<file path="src/rtl/trig_dma_pkg.sv">
package trig_dma_pkg;

    typedef enum logic [1:0] {ST_IDLE, ST_RD, ST_WR} fsm_e;

    localparam logic [1:0] TM_NOW = 2'd0;
    localparam logic [1:0] TM_HBL = 2'd1;
    localparam logic [1:0] TM_VBL = 2'd2;
    localparam logic [1:0] TM_SPC = 2'd3;

    localparam logic [1:0] STP_INC    = 2'd0;
    localparam logic [1:0] STP_DEC    = 2'd1;
    localparam logic [1:0] STP_FIX    = 2'd2;
    localparam logic [1:0] STP_INCRLD = 2'd3;

    localparam logic [1:0] SEL_SRC = 2'd0;
    localparam logic [1:0] SEL_DST = 2'd1;
    localparam logic [1:0] SEL_CNT = 2'd2;
    localparam logic [1:0] SEL_CTL = 2'd3;

    typedef struct packed {
        logic       en;
        logic       irq_en;
        logic [1:0] timing;
        logic       wide;
        logic       rpt;
        logic [1:0] src_step;
        logic [1:0] dst_step;
    } ctl_t;

endpackage

</file>
<file path="src/rtl/trig_dma_step.sv">
module trig_dma_step #(
    parameter int AW = 32
) (
    input  logic [AW-1:0] addr_i,
    input  logic [1:0]    code_i,
    input  logic          wide_i,
    output logic [AW-1:0] next_o
);
    import trig_dma_pkg::*;

    logic [AW-1:0] delta;

    always_comb begin
        delta = wide_i ? AW'(4) : AW'(2);
        case (code_i)
            STP_DEC: next_o = addr_i - delta;
            STP_FIX: next_o = addr_i;
            default: next_o = addr_i + delta;
        endcase
    end
endmodule

</file>
<file path="src/rtl/trig_dma_prio.sv">
module trig_dma_prio #(
    parameter int N  = 4,
    parameter int IW = 2
) (
    input  logic [N-1:0]  req_i,
    output logic          any_o,
    output logic [IW-1:0] idx_o
);
    always_comb begin
        any_o = |req_i;
        idx_o = '0;
        for (int i = N - 1; i >= 0; i--) begin
            if (req_i[i]) idx_o = IW'(i);
        end
    end
endmodule

</file>
<file path="src/rtl/trig_dma_ctrl.sv">
module trig_dma_ctrl #(
    parameter int NCH         = 4,
    parameter int AW          = 32,
    parameter int DW          = 32,
    parameter int CNT_W       = 16,
    parameter int ZERO_CNT_LO = 16384,
    parameter int ZERO_CNT_HI = 65536
) (
    input  logic                   clk,
    input  logic                   rst_n,
    input  logic                   reg_we,
    input  logic [$clog2(NCH)-1:0] reg_ch,
    input  logic [1:0]             reg_sel,
    input  logic [AW-1:0]          reg_wdata,
    output logic [AW-1:0]          reg_rdata,
    input  logic                   hblank_i,
    input  logic                   vblank_i,
    output logic                   mem_req,
    output logic                   mem_we,
    output logic                   mem_wide,
    output logic [AW-1:0]          mem_addr,
    output logic [DW-1:0]          mem_wdata,
    input  logic                   mem_ready,
    input  logic [DW-1:0]          mem_rdata,
    output logic [NCH-1:0]         irq
);
    import trig_dma_pkg::*;

    localparam int CHW  = $clog2(NCH);
    localparam int CW   = CNT_W + 1;
    localparam int HW   = DW / 2;
    localparam int CTLW = $bits(ctl_t);

    typedef struct packed {
        logic [NCH-1:0][AW-1:0]    src;
        logic [NCH-1:0][AW-1:0]    dst;
        logic [NCH-1:0][AW-1:0]    wsrc;
        logic [NCH-1:0][AW-1:0]    wdst;
        logic [NCH-1:0][CNT_W-1:0] cnt;
        logic [NCH-1:0][CW-1:0]    wcnt;
        ctl_t [NCH-1:0]            ctl;
        logic [NCH-1:0]            pend;
        fsm_e                      fsm;
        logic [CHW-1:0]            act;
        logic [DW-1:0]             buf_;
        logic [NCH-1:0]            irq;
    } st_t;

    st_t st_d, st_q;

    logic           pick_any;
    logic [CHW-1:0] pick_idx;
    logic [AW-1:0]  src_nx, dst_nx;
    ctl_t           act_ctl, new_ctl;

    function automatic logic [CW-1:0] eff_cnt(input logic [CNT_W-1:0] c, input logic [CHW-1:0] ch);
        if (c != '0) return CW'(c);
        else if (ch == CHW'(NCH - 1)) return CW'(ZERO_CNT_HI);
        else return CW'(ZERO_CNT_LO);
    endfunction

    function automatic logic [AW-1:0] align(input logic [AW-1:0] a, input logic wide);
        return wide ? {a[AW-1:2], 2'b00} : a;
    endfunction

    assign act_ctl = st_q.ctl[st_q.act];
    assign new_ctl = ctl_t'(reg_wdata[CTLW-1:0]);

    trig_dma_prio #(.N(NCH), .IW(CHW)) prio_i (
        .req_i (st_q.pend),
        .any_o (pick_any),
        .idx_o (pick_idx)
    );

    trig_dma_step #(.AW(AW)) src_step_i (
        .addr_i (st_q.wsrc[st_q.act]),
        .code_i (act_ctl.src_step),
        .wide_i (act_ctl.wide),
        .next_o (src_nx)
    );

    trig_dma_step #(.AW(AW)) dst_step_i (
        .addr_i (st_q.wdst[st_q.act]),
        .code_i (act_ctl.dst_step),
        .wide_i (act_ctl.wide),
        .next_o (dst_nx)
    );

    always_comb begin
        st_d     = st_q;
        st_d.irq = '0;

        for (int c = 0; c < NCH; c++) begin
            if (st_q.ctl[c].en &&
                ((hblank_i && st_q.ctl[c].timing == TM_HBL) ||
                 (vblank_i && st_q.ctl[c].timing == TM_VBL)))
                st_d.pend[c] = 1'b1;
        end

        case (st_q.fsm)
            ST_IDLE: begin
                if (pick_any) begin
                    st_d.act            = pick_idx;
                    st_d.wsrc[pick_idx] = align(st_q.wsrc[pick_idx], st_q.ctl[pick_idx].wide);
                    st_d.wdst[pick_idx] = align(st_q.wdst[pick_idx], st_q.ctl[pick_idx].wide);
                    st_d.fsm            = ST_RD;
                end
            end
            ST_RD: begin
                if (mem_ready) begin
                    st_d.buf_ = mem_rdata;
                    st_d.fsm  = ST_WR;
                end
            end
            default: begin
                if (mem_ready) begin
                    st_d.wsrc[st_q.act] = src_nx;
                    st_d.wdst[st_q.act] = dst_nx;
                    if (st_q.wcnt[st_q.act] <= CW'(1)) begin
                        st_d.fsm            = ST_IDLE;
                        st_d.irq[st_q.act]  = act_ctl.irq_en;
                        st_d.pend[st_q.act] = act_ctl.rpt && act_ctl.timing == TM_NOW;
                        if (act_ctl.rpt) begin
                            st_d.wcnt[st_q.act] = eff_cnt(st_q.cnt[st_q.act], st_q.act);
                            if (act_ctl.dst_step == STP_INCRLD)
                                st_d.wdst[st_q.act] = st_q.dst[st_q.act];
                        end else begin
                            st_d.ctl[st_q.act].en = 1'b0;
                        end
                    end else begin
                        st_d.wcnt[st_q.act] = st_q.wcnt[st_q.act] - CW'(1);
                        st_d.fsm            = ST_RD;
                    end
                end
            end
        endcase

        if (reg_we) begin
            case (reg_sel)
                SEL_SRC: st_d.src[reg_ch] = {reg_wdata[AW-1:1], 1'b0};
                SEL_DST: st_d.dst[reg_ch] = {reg_wdata[AW-1:1], 1'b0};
                SEL_CNT: st_d.cnt[reg_ch] = reg_wdata[CNT_W-1:0];
                default: begin
                    st_d.ctl[reg_ch] = new_ctl;
                    if (new_ctl.en && !st_q.ctl[reg_ch].en) begin
                        st_d.wsrc[reg_ch] = st_q.src[reg_ch];
                        st_d.wdst[reg_ch] = st_q.dst[reg_ch];
                        st_d.wcnt[reg_ch] = eff_cnt(st_q.cnt[reg_ch], reg_ch);
                        st_d.pend[reg_ch] = new_ctl.timing == TM_NOW;
                    end else if (!new_ctl.en &&
                                 !(st_q.fsm != ST_IDLE && st_q.act == reg_ch)) begin
                        st_d.pend[reg_ch] = 1'b0;
                    end
                end
            endcase
        end
    end

    always_ff @(posedge clk or negedge rst_n) begin
        if (!rst_n) begin
            st_q     <= '0;
            st_q.fsm <= ST_IDLE;
        end else begin
            st_q <= st_d;
        end
    end

    always_comb begin
        case (reg_sel)
            SEL_SRC: reg_rdata = st_q.src[reg_ch];
            SEL_DST: reg_rdata = st_q.dst[reg_ch];
            SEL_CNT: reg_rdata = AW'(st_q.cnt[reg_ch]);
            default: reg_rdata = AW'(st_q.ctl[reg_ch]);
        endcase
    end

    assign mem_req   = st_q.fsm != ST_IDLE;
    assign mem_we    = st_q.fsm == ST_WR;
    assign mem_wide  = act_ctl.wide;
    assign mem_addr  = (st_q.fsm == ST_WR) ? st_q.wdst[st_q.act] : st_q.wsrc[st_q.act];
    assign mem_wdata = act_ctl.wide ? st_q.buf_ : {{(DW - HW){1'b0}}, st_q.buf_[HW-1:0]};
    assign irq       = st_q.irq;


    req_hold_chk: assert property (@(posedge clk) disable iff (!rst_n)
        (mem_req && !mem_ready) |=> (mem_req && $stable(mem_addr)));


    wide_align_chk: assert property (@(posedge clk) disable iff (!rst_n)
        (mem_req && mem_wide) |-> (mem_addr[1:0] == 2'b00));


    half_align_chk: assert property (@(posedge clk) disable iff (!rst_n)
        mem_req |-> !mem_addr[0]);


    irq_onehot_chk: assert property (@(posedge clk) disable iff (!rst_n)
        $onehot0(irq));


    irq_after_write_chk: assert property (@(posedge clk) disable iff (!rst_n)
        (irq != '0) |-> $past(mem_req && mem_we && mem_ready));

endmodule

</file>
<file path="config.mk">
export PLATFORM = sky130hd
export DESIGN_NAME = trig_dma_ctrl
export DESIGN_NICKNAME = d
export VERILOG_FILES = /design/src/rtl/trig_dma_pkg.sv /design/src/rtl/trig_dma_step.sv /design/src/rtl/trig_dma_prio.sv /design/src/rtl/trig_dma_ctrl.sv
export SDC_FILE = /design/constraint.sdc
export NUM_CORES = 2
export LEC_CHECK = 0
export ABC_AREA = 1
export BUFFER_PORTS_ARGS = -buffer_cell sky130_fd_sc_hd__buf_2
export CAP_MARGIN = 20
export CORE_AREA = 8 8 357 359
export DETAILED_ROUTE_END_ITERATION = 8
export DIE_AREA = 0 0 365 367
export HOLD_SLACK_MARGIN = 0.08
export PLACE_DENSITY = 0.56
export SLEW_MARGIN = 20
export SYNTH_ARGS = -nofsm -noshare
export SYNTH_HDL_FRONTEND = slang
export SYNTH_SLANG_ARGS = --single-unit
</file>
<file path="constraint.sdc">
create_clock -name clk -period 5.6 [get_ports clk]
set_input_delay 1.68 -clock clk [delete_from_list [all_inputs] [get_ports clk]]
set_output_delay 1.68 -clock clk [all_outputs]
set_load 0.02 [all_outputs]
</file>
==> After elaboration in Yosys (flattened, before gate mapping) <==
Cells that the tools add are included.
{ "totals": {"ff_bits": 728, "out_inout_bits": 103, "wordCells": 254} }
{ "classes": {"n_addsub": 5, "magnitude_cmp": 7, "n_eq_ne": 22, "n_mux": 117, "bitwise_logic": 3, "reduce_logical": 43} }
{ "op_table": {"columns": ["op", "count"], "rows": [
  ["bitwise mux 128 bit", 9],
  ["2-to-1 mux 256 bit", 4],
  ["case mux 256 bit (2 select lines)", 1],
  ["binary-select mux 32 bit (select 2 bit)", 7],
  ["2-to-1 mux 432 bit", 1],
  ["2-to-1 mux 128 bit", 3],
  ["2-to-1 mux 32 bit", 12],
  ["2-to-1 mux 17 bit", 14],
  ["2-to-1 mux 112 bit", 2],
  ["bitwise mux 68 bit", 3],
  ["2-to-1 mux 68 bit", 3],
  ["demux 32 bit (select 2 bit)", 3],
  ["case mux 32 bit (2 select lines)", 2],
  ["2-to-1 mux 114 bit", 1],
  ["case mux 32 bit (3 select lines)", 1],
  ["bitwise mux 40 bit", 2],
  ["demux 17 bit (select 2 bit)", 2],
  ["adder 32 bit", 2],
  ["binary-select mux 16 bit (select 2 bit)", 2],
  ["bitwise mux 64 bit", 1],
  ["2-to-1 mux 64 bit", 1],
  ["subtractor 32 bit", 2],
  ["binary-select mux 10 bit (select 2 bit)", 3],
  ["2-to-1 mux 16 bit", 3],
  ["36 further kinds", 113]
]} }

==> Longest topological paths before layout <==
{ "depth": {"word_depth": 18, "ltp_mapped": 33, "depth_no_buf": 26} }

==> By module <==
Synthesis repeated with hierarchy kept, for this count alone.
{ "unflattened": {"hier_cells": 7325, "area_unflattened_um2": 49341.1} }
{ "modules_own_cells": {"columns": ["module", "n_inst", "cells_each", "area_each_um2", "seq_area_each_um2"], "rows": [
  ["trig_dma_ctrl", 1, 6180, 43894.6, 18017.3],
  ["trig_dma_step", 2, 568, 2700.1, 0.0],
  ["trig_dma_prio", 1, 9, 46.3, 0.0]
]} }

==> Worst setup path after synthesis <==
Ideal clock, no wire load.
{ "synth_timing": {"path_kind": "in2out", "from": "in reg_ch[1]", "to": "out reg_rdata[31]", "t_arrival_ps": 3394, "required_time_ps": 3920, "setup_slack_ps": 526, "path_stages": 9, "cell_sequence": "inv_1 > nor2_1 > clkbuf_1 > buf_1 > buf_1 > nand2_1 > nand3_1 > inv_1 > o22ai_1"} }
{ "synth_via": {"elab_chain_cells": 3} }
{ "synth_lines": {"columns": ["element", "line", "text"], "rows": [
  ["start, declared", "trig_dma_ctrl.sv:12", "input logic [$clog2(NCH)-1:0] reg_ch,"],
  ["binary-select mux 32 bit (select 2 bit), on equally long branches", "trig_dma_ctrl.sv:171, trig_dma_ctrl.sv:170", null],
  ["2-to-1 mux 32 bit, on equally long branches", "trig_dma_ctrl.sv:171, trig_dma_ctrl.sv:170", null],
  ["case mux 32 bit (3 select lines) (*)", "trig_dma_ctrl.sv:169", "case (reg_sel)"],
  ["end, declared", "trig_dma_ctrl.sv:15", "output logic [AW-1:0] reg_rdata,"]
]} }
Mark *: on every way between the ends. The rest lies on a longest branch, timed or not. The select of a mux whose other input is x is not followed.

==> Worst setup path in the final report <==
{ "layout_timing": {"from": "reg st_q[37] (netlist name)", "to": "out mem_addr[28]"} }
{ "layout_via": {"elab_chain_cells": 3} }
{ "layout_lines": {"columns": ["element", "line", "text"], "rows": [
  ["start, declared", "trig_dma_ctrl.sv:49", "st_t st_d, st_q;"],
  ["start signal, assigned", "trig_dma_ctrl.sv:164", "st_q <= st_d;"],
  ["binary-select mux 32 bit (select 2 bit)", "trig_dma_ctrl.sv:180", "assign mem_addr = (st_q.fsm == ST_WR) ? st_q.wdst[st_q.act] : st_q.wsrc[st_q.act];"],
  ["2-to-1 mux 32 bit (not written as such)", "trig_dma_ctrl.sv:180", null],
  ["2-to-1 mux 32 bit (*)", "trig_dma_ctrl.sv:180", null],
  ["end, declared", "trig_dma_ctrl.sv:21", "output logic [AW-1:0] mem_addr,"]
]} }
Marks and branches as above.

==> impl_summary.log <==
INFO  metric clkSlewWorstSetupHoldPaths = 60 ps
INFO  metric timing_hold_violations_final = 0
INFO  metric first_drt_pass_iteration_count = 7
INFO  metric fmax = 0.1837 GHz
INFO  metric worstSkewPairLatency = 720 ps
INFO  metric worstHoldPathCells = 2
INFO  metric clock-sinks = 720
INFO  metric m1WireLength = 91600 um
INFO  metric placement.io_buffers = 176
INFO  metric utilization = 45.08%
INFO  metric clock_skew = 54.03 ps
INFO  metric highest_layer = met5
INFO  metric netlist_area_pre_place = 0.04826 mm^2
INFO  metric fillers = 12610
INFO  metric number_of_distinct_library_cells_after_synthesis = 59
INFO  metric grt_overflow_total = 0
INFO  metric drt.antenna.violating_nets = 0
INFO  metric end_kind = output pin
INFO  metric async_reset_ff_share = 100.0%
INFO  metric synth-seq-cells = 720
INFO  metric fin_crit_sh = 97.20%
INFO  metric highest_ir_drop_seen_on_vdd = 0.5732 mV
INFO  metric antenna_found_initial = 11
INFO  metric dr_wl_met2 = 96630 um
INFO  metric holdBufCountCts = 0
INFO  metric post_cts_resized = 0
INFO  metric maxCapViolations = 0
INFO  metric status = finished, final reports clean
INFO  metric cts-root-to-sink-buffers = 3
INFO  metric synthesis.yosys.warnings = 0
INFO  metric detail_route.wirelength = 226800 um
INFO  metric tritoncts = done
INFO  metric starting_density_of_the_core = 39.75%
INFO  metric rr_worst_depth = 23
INFO  metric fp-row-count = 128
INFO  metric die_footprint = 0.1340 mm^2
INFO  metric grt_max_degree = 145
INFO  metric timing.setup.tns = 0 ps
INFO  metric power.static_leakage = 25.82 nW
INFO  metric critPathRequiredTime = 3920 ps
INFO  metric dr_wl_met3 = 25180 um
INFO  metric reg2reg_setup_slack = 370 ps
INFO  metric cts_root_buf = sky130_fd_sc_hd__clkbuf_16
INFO  metric grt_pass1_wl = 331500 um
INFO  metric core-area = 0.1214 mm^2
INFO  metric gpl.final_weighted_congestion = 0.9853
INFO  metric route.vias.total = 52500
INFO  metric cell_depth_of_the_worst_setup_path = 8
INFO  metric synth-seq-area-share = 37.33%
INFO  metric ys_dominant_reg_cell = sky130_fd_sc_hd__dfrtp_1
INFO  metric synth_edf_count = 0
INFO  metric drt-vias-per-instance = 5.996
INFO  metric totalPowerFinal = 37.09 mW
INFO  metric synthCells = 7013
INFO  metric tritoncts.num_buffers = 91
INFO  metric io-pin-count = 177
INFO  metric regToRegEndpoint = st_q[375]
INFO  metric synth_area_per_cell = 6.882 um^2
INFO  metric postSynthNetCount = 7135
INFO  metric worstHoldStart = st_q[715]
INFO  metric drive_above_1_share = 10.06%
INFO  metric clock_tree.htree_level_count = 3
INFO  metric path_class = reg -> out
INFO  metric drc = 0
INFO  metric start_kind = register
INFO  metric max_stage_delay = 490 ps
INFO  metric total_half_perimeter_wirelength_after_legalization_and_detailed_placement = 153800 um
INFO  metric die_x = 365 um
INFO  metric drt-wirelength-per-cell = 25.90 um
INFO  metric cp_max_fo = 23
INFO  metric setup-violations-final = 0
INFO  metric area_growth = 13.39%
INFO  metric power_per_cell_area = 677.8 mW/mm^2
INFO  metric worst_hold_path_type = reg -> reg
INFO  metric min_clock_period_post_route = 5443 ps
INFO  metric finish.net_count = 7175
INFO  metric post_cts_setup_buffer_count = 0
INFO  metric timing.slew.headroom = 12.68%
INFO  metric r2r-start = st_q[37]
INFO  metric die_boundary_height = 367 um
INFO  metric grt.total_usage = 32.54%
INFO  metric crit_arrival = 3760 ps
INFO  metric grt_setup_unrepaired = no
INFO  metric tightestPinTransition = 1296 ps
INFO  metric critical_path.slowest_cell = sky130_fd_sc_hd__dfrtp_1
INFO  metric seqCellArea = 0.01802 mm^2
INFO  metric holdPathEnd = st_q[715]
INFO  metric drtIter0Drc = 7787
INFO  metric multi_input_area = 0.02523 mm^2
INFO  metric cell_chain_critical_path = inv_6 -> nand2_4 -> buf_4 -> o21ai_1 -> nor2_1 -> inv_1 -> o21ai_0 -> buf_2
INFO  metric cpLargestDelayFamily = buffers and inverters
INFO  metric first_global_vias = 49070
INFO  metric buffers_plus_inverters_on_the_worst_setup_path = 4
INFO  metric finalMaxSlewViolations = 0
per-stage QoR:
step / hold WS (ps) / worst slack [ps] / instance area [um^2] / std cells
final: 485.1 / 157.0 / 54720 / 8755
after global routing: 497.0 / 130.5 / 54720 / 8753
after CTS: 487.5 / 234.7 / 54690 / 8748
after detailed placement: 472.9 / 238.6 / 51550 / 8584
after global placement: 467.8 / 284.4 / 51540 / 8584
after floorplan: 453.0 / 526.1 / 48260 / 7013
layer usage:
layer  vias up  GRT usage (%)
met1     24950          43.46
met2      3272          48.51
met3       652          8.458
li1      23620              -
met4         4          16.30
met5         -              0
final cells by class:
type                       instances  area share, %
antenna                            6        0.02744
sequential                       720          32.93
multi-input combinational       5005          46.10
tap                             1625          3.716
timing repair buffer             430          5.913
inverter                         805          5.574
clock inverter                    35         0.9740
clock buffer                     129          4.772
cells by family (layout without fill, tap and decap cells):
family	after synthesis	in the layout	share of synthesized area [%]
AOI/OAI and AO/OA	2145	2145	26.54
xor gates and xnor gates	40	40	0.7259
adders and majority gates	48	48	1.244
buffers and inverters	1288	1399	10.77
DFF	720	720	37.33
muxes	16	16	0.3733
other	0	6	0
and+or+nand+nor	2756	2756	23.02
state kept, by name (all words and copies together), names as in the netlist:
signal  flops
st_q      716
irq         4
tightest hold or removal path, delay by kind of cell (launching register included):
family	cells	cell delay, ps
AO/OA/AOI/OAI	1	60
flip-flops	1	340
AND/OR/NAND/NOR	1	50
cell usage after synthesis (17+ instances only):
cell / number / share of area [%]
sky130_fd_sc_hd__buf_1: 45 / 0.35
sky130_fd_sc_hd__nor2_1: 719 / 5.6
sky130_fd_sc_hd__o221ai_1: 21 / 0.38
sky130_fd_sc_hd__clkbuf_1: 323 / 2.5
sky130_fd_sc_hd__o21ai_1: 48 / 0.50
sky130_fd_sc_hd__inv_1: 780 / 6.1
sky130_fd_sc_hd__xnor2_1: 17 / 0.31
sky130_fd_sc_hd__a221oi_1: 50 / 0.91
sky130_fd_sc_hd__nand3_1: 267 / 2.8
sky130_fd_sc_hd__a21oi_1: 560 / 5.8
sky130_fd_sc_hd__ha_1: 48 / 1.2
sky130_fd_sc_hd__dfrtp_1: 720 / 37
sky130_fd_sc_hd__o211ai_1: 88 / 1.4
sky130_fd_sc_hd__o22ai_1: 189 / 2.5
sky130_fd_sc_hd__o21ai_0: 677 / 7.0
sky130_fd_sc_hd__xor2_1: 23 / 0.42
sky130_fd_sc_hd__a31oi_1: 50 / 0.65
sky130_fd_sc_hd__nand2_1: 1610 / 13
sky130_fd_sc_hd__a21boi_0: 32 / 0.50
sky130_fd_sc_hd__buf_2: 63 / 0.65
sky130_fd_sc_hd__buf_6: 19 / 0.44
sky130_fd_sc_hd__nor3_1: 63 / 0.65
sky130_fd_sc_hd__a22oi_1: 165 / 2.6
sky130_fd_sc_hd__a211oi_1: 173 / 2.7
sky130_fd_sc_hd__buf_4: 32 / 0.50
sky130_fd_sc_hd__nand4_1: 28 / 0.36
how the worst max path moves through the flow:
stage	end	slack, ps	from
final	mem_addr[28]	160	st_q[37]
after global routing	st_q[375]	130	st_q[37]
after global placement	reg_rdata[10]	280	reg_ch[0]
after CTS	reg_rdata[10]	230	reg_ch[0]
after floorplan	reg_rdata[31]	530	reg_ch[1]
after detailed placement	reg_rdata[10]	240	reg_ch[0]
layout by cell type, fill, tap and decap left out, types with 17 or more instances in the layout:
| cell | instances |
|---|---|
| sky130_fd_sc_hd__o22ai_1 | 189 |
| sky130_fd_sc_hd__a22oi_1 | 165 |
| sky130_fd_sc_hd__nor2_1 | 698 |
| sky130_fd_sc_hd__xnor2_1 | 17 |
| sky130_fd_sc_hd__a21oi_1 | 560 |
| sky130_fd_sc_hd__inv_1 | 776 |
| sky130_fd_sc_hd__o21ai_1 | 47 |
| sky130_fd_sc_hd__clkbuf_8 | 17 |
| sky130_fd_sc_hd__nand2_1 | 1602 |
| sky130_fd_sc_hd__a211oi_1 | 173 |
| sky130_fd_sc_hd__xor2_1 | 23 |
| sky130_fd_sc_hd__buf_12 | 35 |
| sky130_fd_sc_hd__o221ai_1 | 21 |
| sky130_fd_sc_hd__clkbuf_16 | 92 |
| sky130_fd_sc_hd__buf_4 | 218 |
| sky130_fd_sc_hd__buf_2 | 175 |
| sky130_fd_sc_hd__o21ai_0 | 676 |
| sky130_fd_sc_hd__o211ai_1 | 88 |
| sky130_fd_sc_hd__a21boi_0 | 32 |
| sky130_fd_sc_hd__nand3_1 | 267 |
| sky130_fd_sc_hd__a221oi_1 | 50 |
| sky130_fd_sc_hd__nand2_2 | 19 |
| sky130_fd_sc_hd__dfrtp_1 | 720 |
| sky130_fd_sc_hd__ha_1 | 48 |
| sky130_fd_sc_hd__a31oi_1 | 50 |
| sky130_fd_sc_hd__nand4_1 | 28 |
| sky130_fd_sc_hd__clkbuf_1 | 20 |
| sky130_fd_sc_hd__nor3_1 | 60 |
power breakdown:
group	switching, mW	internal (mW)	leakage [nW]	total, mW
clock network	2.58	3.72	1.53	6.31
logic	16.4	6.52	15.3	22.9
registers	1.07	6.80	9.04	7.88
total	20.0	17.0	25.8	37.1
Power figures use the tool's default switching activity.
